## config.mk

```make
export PLATFORM = sky130hd
export DESIGN_NAME = motor_chain_master
export DESIGN_NICKNAME = d
export VERILOG_FILES = /design/src/rtl/mcm_pkg.sv /design/src/rtl/mcm_cfg_snap.sv /design/src/rtl/mcm_half_timer.sv /design/src/rtl/mcm_frame_shifter.sv /design/src/rtl/motor_chain_master.sv
export SDC_FILE = /design/constraint.sdc
export NUM_CORES = 1
export LEC_CHECK = 0
export CAP_MARGIN = 20
export CORE_ASPECT_RATIO = 0.9
export CORE_MARGIN = 2
export CORE_UTILIZATION = 35
export CTS_CLUSTER_DIAMETER = 80
export DETAILED_ROUTE_END_ITERATION = 16
export SLEW_MARGIN = 20
export SYNTH_ARGS = -nofsm -noshare
export SYNTH_HDL_FRONTEND = slang
export SYNTH_SLANG_ARGS = --single-unit
```

## constraint.sdc

```tcl
create_clock -name clk_i -period 2 [get_ports clk_i]
set_clock_uncertainty 0.05 [all_clocks]
set_input_delay 0.3 -clock clk_i [delete_from_list [all_inputs] [get_ports clk_i]]
set_output_delay 0.3 -clock clk_i [all_outputs]
set_load 0.02 [all_outputs]
```

## src/rtl/mcm_pkg.sv

```systemverilog
package mcm_pkg;

    localparam int DIV_W   = 8;
    localparam int DAC_W   = 4;
    localparam int WORD_W  = 3 + 2 * DAC_W;
    localparam int MAX_DRV = 3;
    localparam int CODE_W  = 2;
    localparam int DIV_MIN = 7;
    localparam int FRAME_W = MAX_DRV * WORD_W;

    typedef struct packed {
        logic [DIV_W-1:0]  div;
        logic [CODE_W-1:0] code;
        logic              cs_high;
        logic              sck_inv;
        logic              phase_inv;
        logic              fd_low;
        logic              dac_inv;
        logic              cs_split;
    } cfg_t;

    typedef struct packed {
        logic             ph_a;
        logic             ph_b;
        logic             fd;
        logic [DAC_W-1:0] dac_a;
        logic [DAC_W-1:0] dac_b;
    } word_t;

    function automatic logic cfg_bad(cfg_t c);
        return (c.div < DIV_W'(DIV_MIN)) ||
               (c.code == CODE_W'(MAX_DRV)) ||
               (c.cs_split && c.cs_high);
    endfunction

    function automatic cfg_t cfg_fix(cfg_t c);
        cfg_t r;
        r = c;
        if (c.div < DIV_W'(DIV_MIN)) r.div = DIV_W'(DIV_MIN);
        if (c.code > CODE_W'(MAX_DRV - 1)) r.code = CODE_W'(MAX_DRV - 1);
        if (c.cs_split) r.cs_high = 1'b0;
        return r;
    endfunction

    function automatic word_t apply_pol(word_t w, cfg_t c);
        word_t r;
        r.ph_a  = w.ph_a ^ c.phase_inv;
        r.ph_b  = w.ph_b ^ c.phase_inv;
        r.fd    = w.fd ^ c.fd_low;
        r.dac_a = w.dac_a ^ {DAC_W{c.dac_inv}};
        r.dac_b = w.dac_b ^ {DAC_W{c.dac_inv}};
        return r;
    endfunction

endpackage

```

## src/rtl/mcm_cfg_snap.sv

```systemverilog
module mcm_cfg_snap
    import mcm_pkg::*;
(
    input  logic clk,
    input  logic rst,
    input  logic hold,
    input  cfg_t cfg_in,
    output cfg_t cfg_next,
    output cfg_t cfg_q,
    output logic err_q
);
    assign cfg_next = cfg_fix(cfg_in);

    always_ff @(posedge clk) begin
        if (rst) begin
            cfg_q <= '0;
            cfg_q.div <= DIV_W'(DIV_MIN);
            err_q <= 1'b0;
        end else if (!hold) begin
            cfg_q <= cfg_next;
            err_q <= cfg_bad(cfg_in);
        end
    end
endmodule

```

## src/rtl/mcm_half_timer.sv

```systemverilog
module mcm_half_timer #(
    parameter int W = 8
) (
    input  logic         clk,
    input  logic         rst,
    input  logic         run,
    input  logic [W-1:0] limit,
    output logic         tick
);
    logic [W-1:0] cnt;

    assign tick = run && (cnt == limit);

    always_ff @(posedge clk) begin
        if (rst || !run)  cnt <= '0;
        else if (tick)    cnt <= '0;
        else              cnt <= cnt + 1'b1;
    end
endmodule

```

## src/rtl/mcm_frame_shifter.sv

```systemverilog
module mcm_frame_shifter #(
    parameter int WORD_W  = 11,
    parameter int MAX_DRV = 3,
    parameter int CODE_W  = 2
) (
    input  logic                      clk,
    input  logic                      rst,
    input  logic                      load,
    input  logic [MAX_DRV*WORD_W-1:0] frame_in,
    input  logic [CODE_W-1:0]         last_word,
    input  logic                      tick,
    output logic                      busy,
    output logic                      sck_raw,
    output logic                      sdo,
    output logic [CODE_W-1:0]         word_idx
);
    localparam int FW   = MAX_DRV * WORD_W;
    localparam int BC_W = $clog2(WORD_W);
    localparam logic [BC_W-1:0] LAST_BIT = BC_W'(WORD_W - 1);

    typedef enum logic { ST_IDLE, ST_SHIFT } st_e;

    st_e               st;
    logic [FW-1:0]     sreg;
    logic [BC_W-1:0]   bit_cnt;
    logic [CODE_W-1:0] stop_word;

    assign busy = (st == ST_SHIFT);
    assign sdo  = busy ? sreg[FW-1] : 1'b0;

    always_ff @(posedge clk) begin
        if (rst) begin
            st        <= ST_IDLE;
            sreg      <= '0;
            bit_cnt   <= '0;
            word_idx  <= '0;
            stop_word <= '0;
            sck_raw   <= 1'b0;
        end else begin
            case (st)
                ST_IDLE: begin
                    sck_raw <= 1'b0;
                    if (load) begin
                        st        <= ST_SHIFT;
                        sreg      <= frame_in;
                        bit_cnt   <= '0;
                        word_idx  <= '0;
                        stop_word <= last_word;
                    end
                end
                ST_SHIFT: begin
                    if (tick) begin
                        if (!sck_raw) begin
                            sck_raw <= 1'b1;
                        end else begin
                            sck_raw <= 1'b0;
                            sreg    <= sreg << 1;
                            if (bit_cnt == LAST_BIT) begin
                                bit_cnt <= '0;
                                if (word_idx == stop_word) begin
                                    st       <= ST_IDLE;
                                    word_idx <= '0;
                                end else begin
                                    word_idx <= word_idx + 1'b1;
                                end
                            end else begin
                                bit_cnt <= bit_cnt + 1'b1;
                            end
                        end
                    end
                end
                default: st <= ST_IDLE;
            endcase
        end
    end
endmodule

```

## src/rtl/motor_chain_master.sv

```systemverilog
module motor_chain_master
    import mcm_pkg::*;
(
    input  logic                 clk_i,
    input  logic                 rst_i,
    input  logic                 start_i,
    input  logic [FRAME_W-1:0]   payload_i,
    input  logic [DIV_W-1:0]     cfg_div_i,
    input  logic [CODE_W-1:0]    cfg_drv_code_i,
    input  logic                 cfg_cs_high_i,
    input  logic                 cfg_sck_inv_i,
    input  logic                 cfg_phase_inv_i,
    input  logic                 cfg_fd_low_i,
    input  logic                 cfg_dac_inv_i,
    input  logic                 cfg_cs_split_i,
    output logic                 busy_o,
    output logic                 sck_o,
    output logic                 sdo_o,
    output logic [MAX_DRV-1:0]   cs_o,
    output logic                 cfg_err_o
);
    cfg_t              cfg_in, cfg_next, cfg_q;
    logic [FRAME_W-1:0] frame_w;
    logic              busy, tick, sck_raw, load;
    logic [CODE_W-1:0] word_idx;

    always_comb begin
        cfg_in.div       = cfg_div_i;
        cfg_in.code      = cfg_drv_code_i;
        cfg_in.cs_high   = cfg_cs_high_i;
        cfg_in.sck_inv   = cfg_sck_inv_i;
        cfg_in.phase_inv = cfg_phase_inv_i;
        cfg_in.fd_low    = cfg_fd_low_i;
        cfg_in.dac_inv   = cfg_dac_inv_i;
        cfg_in.cs_split  = cfg_cs_split_i;
    end

    assign load = start_i && !busy;

    mcm_cfg_snap i_snap (
        .clk      (clk_i),
        .rst      (rst_i),
        .hold     (busy),
        .cfg_in   (cfg_in),
        .cfg_next (cfg_next),
        .cfg_q    (cfg_q),
        .err_q    (cfg_err_o)
    );

    generate
        for (genvar k = 0; k < MAX_DRV; k++) begin : g_word
            assign frame_w[FRAME_W-1-k*WORD_W -: WORD_W] =
                apply_pol(word_t'(payload_i[k*WORD_W +: WORD_W]), cfg_next);
        end
    endgenerate

    mcm_half_timer #(.W(DIV_W)) i_timer (
        .clk   (clk_i),
        .rst   (rst_i),
        .run   (busy),
        .limit (cfg_q.div),
        .tick  (tick)
    );

    mcm_frame_shifter #(
        .WORD_W  (WORD_W),
        .MAX_DRV (MAX_DRV),
        .CODE_W  (CODE_W)
    ) i_shift (
        .clk       (clk_i),
        .rst       (rst_i),
        .load      (load),
        .frame_in  (frame_w),
        .last_word (cfg_next.code),
        .tick      (tick),
        .busy      (busy),
        .sck_raw   (sck_raw),
        .sdo       (sdo_o),
        .word_idx  (word_idx)
    );

    assign busy_o = busy;
    assign sck_o  = sck_raw ^ cfg_q.sck_inv;

    generate
        for (genvar k = 0; k < MAX_DRV; k++) begin : g_cs
            if (k == 0) begin : g_first
                assign cs_o[k] = cfg_q.cs_split
                               ? !(busy && word_idx == CODE_W'(k))
                               : (busy ? cfg_q.cs_high : !cfg_q.cs_high);
            end else begin : g_rest
                assign cs_o[k] = cfg_q.cs_split
                               ? !(busy && word_idx == CODE_W'(k))
                               : 1'b1;
            end
        end
    endgenerate
endmodule

```

======== Yosys cells after proc, flatten, opt, wreduce, memory -nomap -nowiden ========
Index checks and enable logic that the tools add are counted.
operators by class
  bitwise logic cells ..................... 17
  add/sub/neg operators ................... 3
  mux-type cells .......................... 32
  magnitude comparators ................... 2
  equality and inequality tests ........... 10
  reductions and logical operators ........ 19
operator list
  kind                                                        count
  two-way mux 33 bit                                          3
  one-hot mux 33 bit (2 select lines)                         1
  bitwise XOR 4 bit                                           6
  two-way mux 4 bit                                           4
  two-way mux 1 bit                                           13
  two-way mux 2 bit                                           6
  bitwise XOR 1 bit                                           10
  adder 8 x 1 -> 8 bit, second input constant                 1
  == test 8 bit                                               1
  less-than comparator 8 x 3 -> 1 bit, second input constant  1
  two-way mux 8 bit                                           1
  one-hot mux 4 bit (2 select lines)                          1
  logical AND 1 bit                                           6
  != test 2 x 1 -> 1 bit, second input constant               3
  zero test 1 bit                                             5
  adder 4 x 1 -> 4 bit, second input constant                 1
  == test 2 bit, second input constant                        2
  == test 4 bit, second input constant                        1
  one-hot mux 1 bit (2 select lines)                          2
  one-hot mux 2 bit (2 select lines)                          1
  AND reduction 4 bit                                         1
  logical OR 1 bit                                            3
  AND reduction 3 bit                                         1
  adder 2 x 1 -> 2 bit, second input constant                 1
  other kinds (8)                                             8
storage, ports and cells
  register bits after elaboration ......... 63
  word-level logic and storage cells ...... 95

======== Logic depth before layout (Yosys ltp) ========
  depth in word-level cells ............... 6
  depth in mapped cells ................... 7

======== Cells and area by module ========
A second synthesis with hierarchy kept.
unflattened totals
  cells, all modules ...................... 380
  area, all modules ....................... 3792.4 um2
by module, submodules not included
  module              area each (um2)  instances  cells an instance
  mcm_frame_shifter   2168.3           1          207
  mcm_cfg_snap        747.0            1          80
  mcm_half_timer      474.2            1          48
  motor_chain_master  402.9            1          45

======== Least setup slack after synthesis ========
No wires, ideal clock.
  kind .................................... flip-flop to output port
  start point ............................. register i_shift.st, in the netlist i_shift.busy
  end point ............................... output port cs_o[0]
  cell stages (with the launch flop) ...... 6
  slack ................................... -122 ps
  path buffers ............................ 3
  data arrival time ....................... 1772 ps
  cell sequence ........................... dfxtp_1 clkbuf_1 clkbuf_1 clkbuf_1 nor3b_1 a21oi_1
on the way
  longest elaborated chain between the ends .. 3
RTL lines
  item                    RTL line                  text
  start, declared         mcm_frame_shifter.sv:23   st_e st;
  start signal, assigned  mcm_frame_shifter.sv:33   st <= ST_IDLE;
  start signal, assigned  mcm_frame_shifter.sv:44   st <= ST_SHIFT;
  start signal, assigned  mcm_frame_shifter.sv:61   st <= ST_IDLE;
  logical AND 1 bit       motor_chain_master.sv:89  ? !(busy && word_idx == CODE_W'(k))
  zero test 1 bit         motor_chain_master.sv:89
  two-way mux 1 bit (*)   motor_chain_master.sv:89
  end, declared           motor_chain_master.sv:19  output logic [MAX_DRV-1:0] cs_o,
Mark *: on every way between the ends. The rest lies on a longest branch, timed or not.

======== Final worst setup path ========
  start point ............................. register i_timer.cnt[5]
  end point ............................... register i_shift.bit_cnt[2]
on the way
  longest elaborated chain between the ends .. 4
RTL lines
  item                              RTL line                 text
  start, declared                   mcm_half_timer.sv:10     logic [W-1:0] cnt;
  start signal, assigned            mcm_half_timer.sv:17     else cnt <= cnt + 1'b1;
  == test 8 bit                     mcm_half_timer.sv:12     assign tick = run && (cnt == limit);
  logical AND 1 bit                 mcm_half_timer.sv:12
  != test 2 x 1 -> 1 bit (no line)  n/a
  AND reduction 3 bit (no line)     n/a
  end signal, assigned              mcm_frame_shifter.sv:67  bit_cnt <= bit_cnt + 1'b1;
  end, declared                     mcm_frame_shifter.sv:25  logic [BC_W-1:0] bit_cnt;
No other way between the ends.
A chain may end at the register's enable or synchronous reset.

==> impl_results.md <==
* Run status: completed
* Max-slew violations at 0
* Boundary pin count at 59
* CTS Hold Bufs at 0
* Initial antenna violation count at 0
* Post-route clock period utilization at 95.2%
* WP data required at 2.18 ns
* Gr usage total at 14.4%
* CORE AREA at 0.00925 mm2
* CP max stage cell: or4_1
* CTS Sinks at 63
* Hold Fails Final Rpt at 0
* Final setup margin at 0.0954 ns
* Primary FF master, synth: dfxtp_1
* Largest net degree at the start of global routing at 71
* Final wirelength at 7.14 mm
* DR WL/cell at 11.8 um
* Slew @ Worst Pin at 0.577 ns
* Pre-CTS setup slack at 0.0657 ns
* Yosys warnings at 0
* CP Cell Sequence: xor2_1, or4_1, o311a_1, or3_1
* DRT Pass-1 Iters at 4
* Die height at 97.1 um
* Routed vias at 2,827
* Startpoint Class: flip-flop
* Kind of critical path: flip-flop to flip-flop
* Synth Register Bits at 63
* Initial core utilization at 36.4%
* Post-DRT Antenna Nets at 0
* Crit Path Max Fanout at 4
* Placer Congestion at 0.748
* DP Area at 0.00420 mm2
* Max-cap violations at 0
* CTS HTree Levels at 3
* Async SR Flop Fraction at 0%
* # diodes at 0
* Total power draw at 3.03 mW
* Final setup viols at 0
* Post-synthesis cell count at 418
* PD cells at 687 mW/mm2
* CTS tree: yes
* FILL cells at 927
* Post-DP HPWL at 5.04 mm
* # nets final at 537
* Register area share after synthesis at 37.4%
* RSZ-0062 raised after global routing: no
* Global-route wire length before repair at 12.2 mm
* Min Clock Period, post-route at 1.90 ns
* Post-CTS Setup Repair Bufs at 0
* Clk slew on worst S/H paths at 0.08 ns
* Net Count, Synth at 476
* FP Rows at 33
* Leakage at 1.69 nW
* Die footprint at 0.0104 mm2
* Final instance area at 0.00441 mm2
* Worst slew margin at 61.5%
* Max Clk Rate at 0.525 GHz
* Share of post-route cells with drive strength above 1 at 9.30%
* Avg Cell Area, Syn at 8.06 um2
* Layout area overhead at 30.7%
* Longest Clk Path Bufs at 2
* CTS buffer count at 9
* CP peak stage delay at 0.55 ns
* Global route total overflow at 0
* Root Driver: clkbuf_8
* DR iter-0 viols at 76
* Maximum VDD drop at 0.000341 V
* Clk_lat worst skew at 0.34 ns
* Mapped Area at 0.00337 mm2
* Yosys cell types at 40
* Hold Slack at 0.409 ns
* Number of synthesized flops with an enable pin at 0
* IO buf count at 58
* Setup TNS at 0 ns
* CP endpoint kind: flip-flop
* Critical path arrival at 2.08 ns
* Detail-routed via count per cell at 4.67
* Remaining routing DRC violations at 0
* Min-Delay Path Class: flip-flop to flip-flop
* Chip Width at 107 um
* Vias in the first global route at 2,747
==> logic make-up (layout without fill, tap and decap cells) <==
| family | Yosys count | in the layout | synth area share, % |
|---|---|---|---|
| flops | 63 | 63 | 37.4 |
| compound gates | 56 | 56 | 9.61 |
| simple gates | 169 | 169 | 21.7 |
| fa+ha+maj | 6 | 6 | 2.23 |
| xor+xnor | 50 | 50 | 13.0 |
| mux | 41 | 41 | 12.2 |
| buf+inv | 33 | 99 | 3.90 |
==> worst max-delay path: cells and delay by family (launching register included) <==
kind | cells | cell delay (ns)
AO/OA/AOI/OAI | 1 | 0.35
XOR/XNOR | 1 | 0.16
flip-flops | 1 | 0.35
AND/OR/NAND/NOR | 2 | 0.88
==> sequential cells by signal, summed over array words and instances (netlist names) <==
signal             count
i_shift.sreg          33
i_snap.cfg_q          11
i_timer.cnt            8
i_shift.bit_cnt        4
i_shift.stop_word      2
i_shift.word_idx       2
i_shift.busy           1
i_shift.sck_raw        1
i_snap.err_q           1
==> placed cells by master, fill, tap and decap left out, types with 4 or more instances in the layout <==
cell type / count
dfxtp_1: 60
nand3_1: 7
clkinvlp_4: 4
buf_4: 16
mux2i_1: 41
o21ai_0: 39
nor3_1: 4
nor2b_1: 4
nor4_1: 4
inv_1: 5
ha_1: 6
clkbuf_8: 10
xnor2_1: 37
nor2_1: 23
clkdlybuf4s50_1: 55
xor2_1: 13
nand2_1: 109
==> timing repair <==
action	CTS	global route
gates resized for setup	6	5
hold endpoints to repair	0	0
endpoints found under the setup margin	4	4
==> cell usage after synthesis, drive strengths merged (6+ instances only) <==
library cell | count | area (um2)
xnor2 | 37 | 324
clkbuf | 21 | 80.1
dfxtp | 63 | 1260
buf | 6 | 28.8
inv | 6 | 22.5
nand3 | 7 | 35.0
o21ai | 39 | 195
xor2 | 13 | 114
nor2 | 23 | 86.3
mux2i | 41 | 410
nand2 | 109 | 409
ha | 6 | 75.1
==> routing by layer <==
metal  vias up  track usage [%]  part of all wire (%)
li1       1512                -                     -
met5         -                0                     0
met4         0             3.25                  0.81
met3         6             4.83                   5.5
met1      1248             18.3                    49
met2        61             23.7                    45
==> power breakdown <==
part,internal [mW],leakage (nW),switching [mW]
Combinational,0.281,1.09,0.244
Sequential,1.32,0.517,0.0409
Clock,0.613,0.0912,0.527
Total,2.22,1.69,0.812
==> cell type report <==
cell class	instances	area, um2	share of cell area, %
repair buffers	77	759	17.2
clock buffers	10	138	3.12
inverters	6	22.5	0.511
flip-flops and latches	63	1270	28.8
clock inverters	6	68.8	1.56
multi-input cells	322	2000	45.3
well taps	122	153	3.46
==> stage by stage <==
stage / util (%) / std cells
2_1_floorplan: - / 418
3_3_place_gp: 45.4 / 590
3_5_place_dp: 45.4 / 590
4_1_cts: 47.6 / 606
5_1_grt: 47.6 / 606
6_report: 47.6 / 606
==> final timing paths <==
| path | from | end | slack, ns | depth (start not counted) |
|---|---|---|---|---|
| worst max-delay path | i_timer.cnt[5] | i_shift.bit_cnt[2] | 0.1 | 4 |
| worst min-delay path | i_shift.sreg[24] | i_shift.sreg[24] | 0.41 | 2 |
| worst max register to register | i_timer.cnt[5] | i_shift.bit_cnt[2] | 0.1 | 4 |
| worst min register to register | i_shift.sreg[24] | i_shift.sreg[24] | 0.41 | 2 |
(Power assumes the default switching activity.)
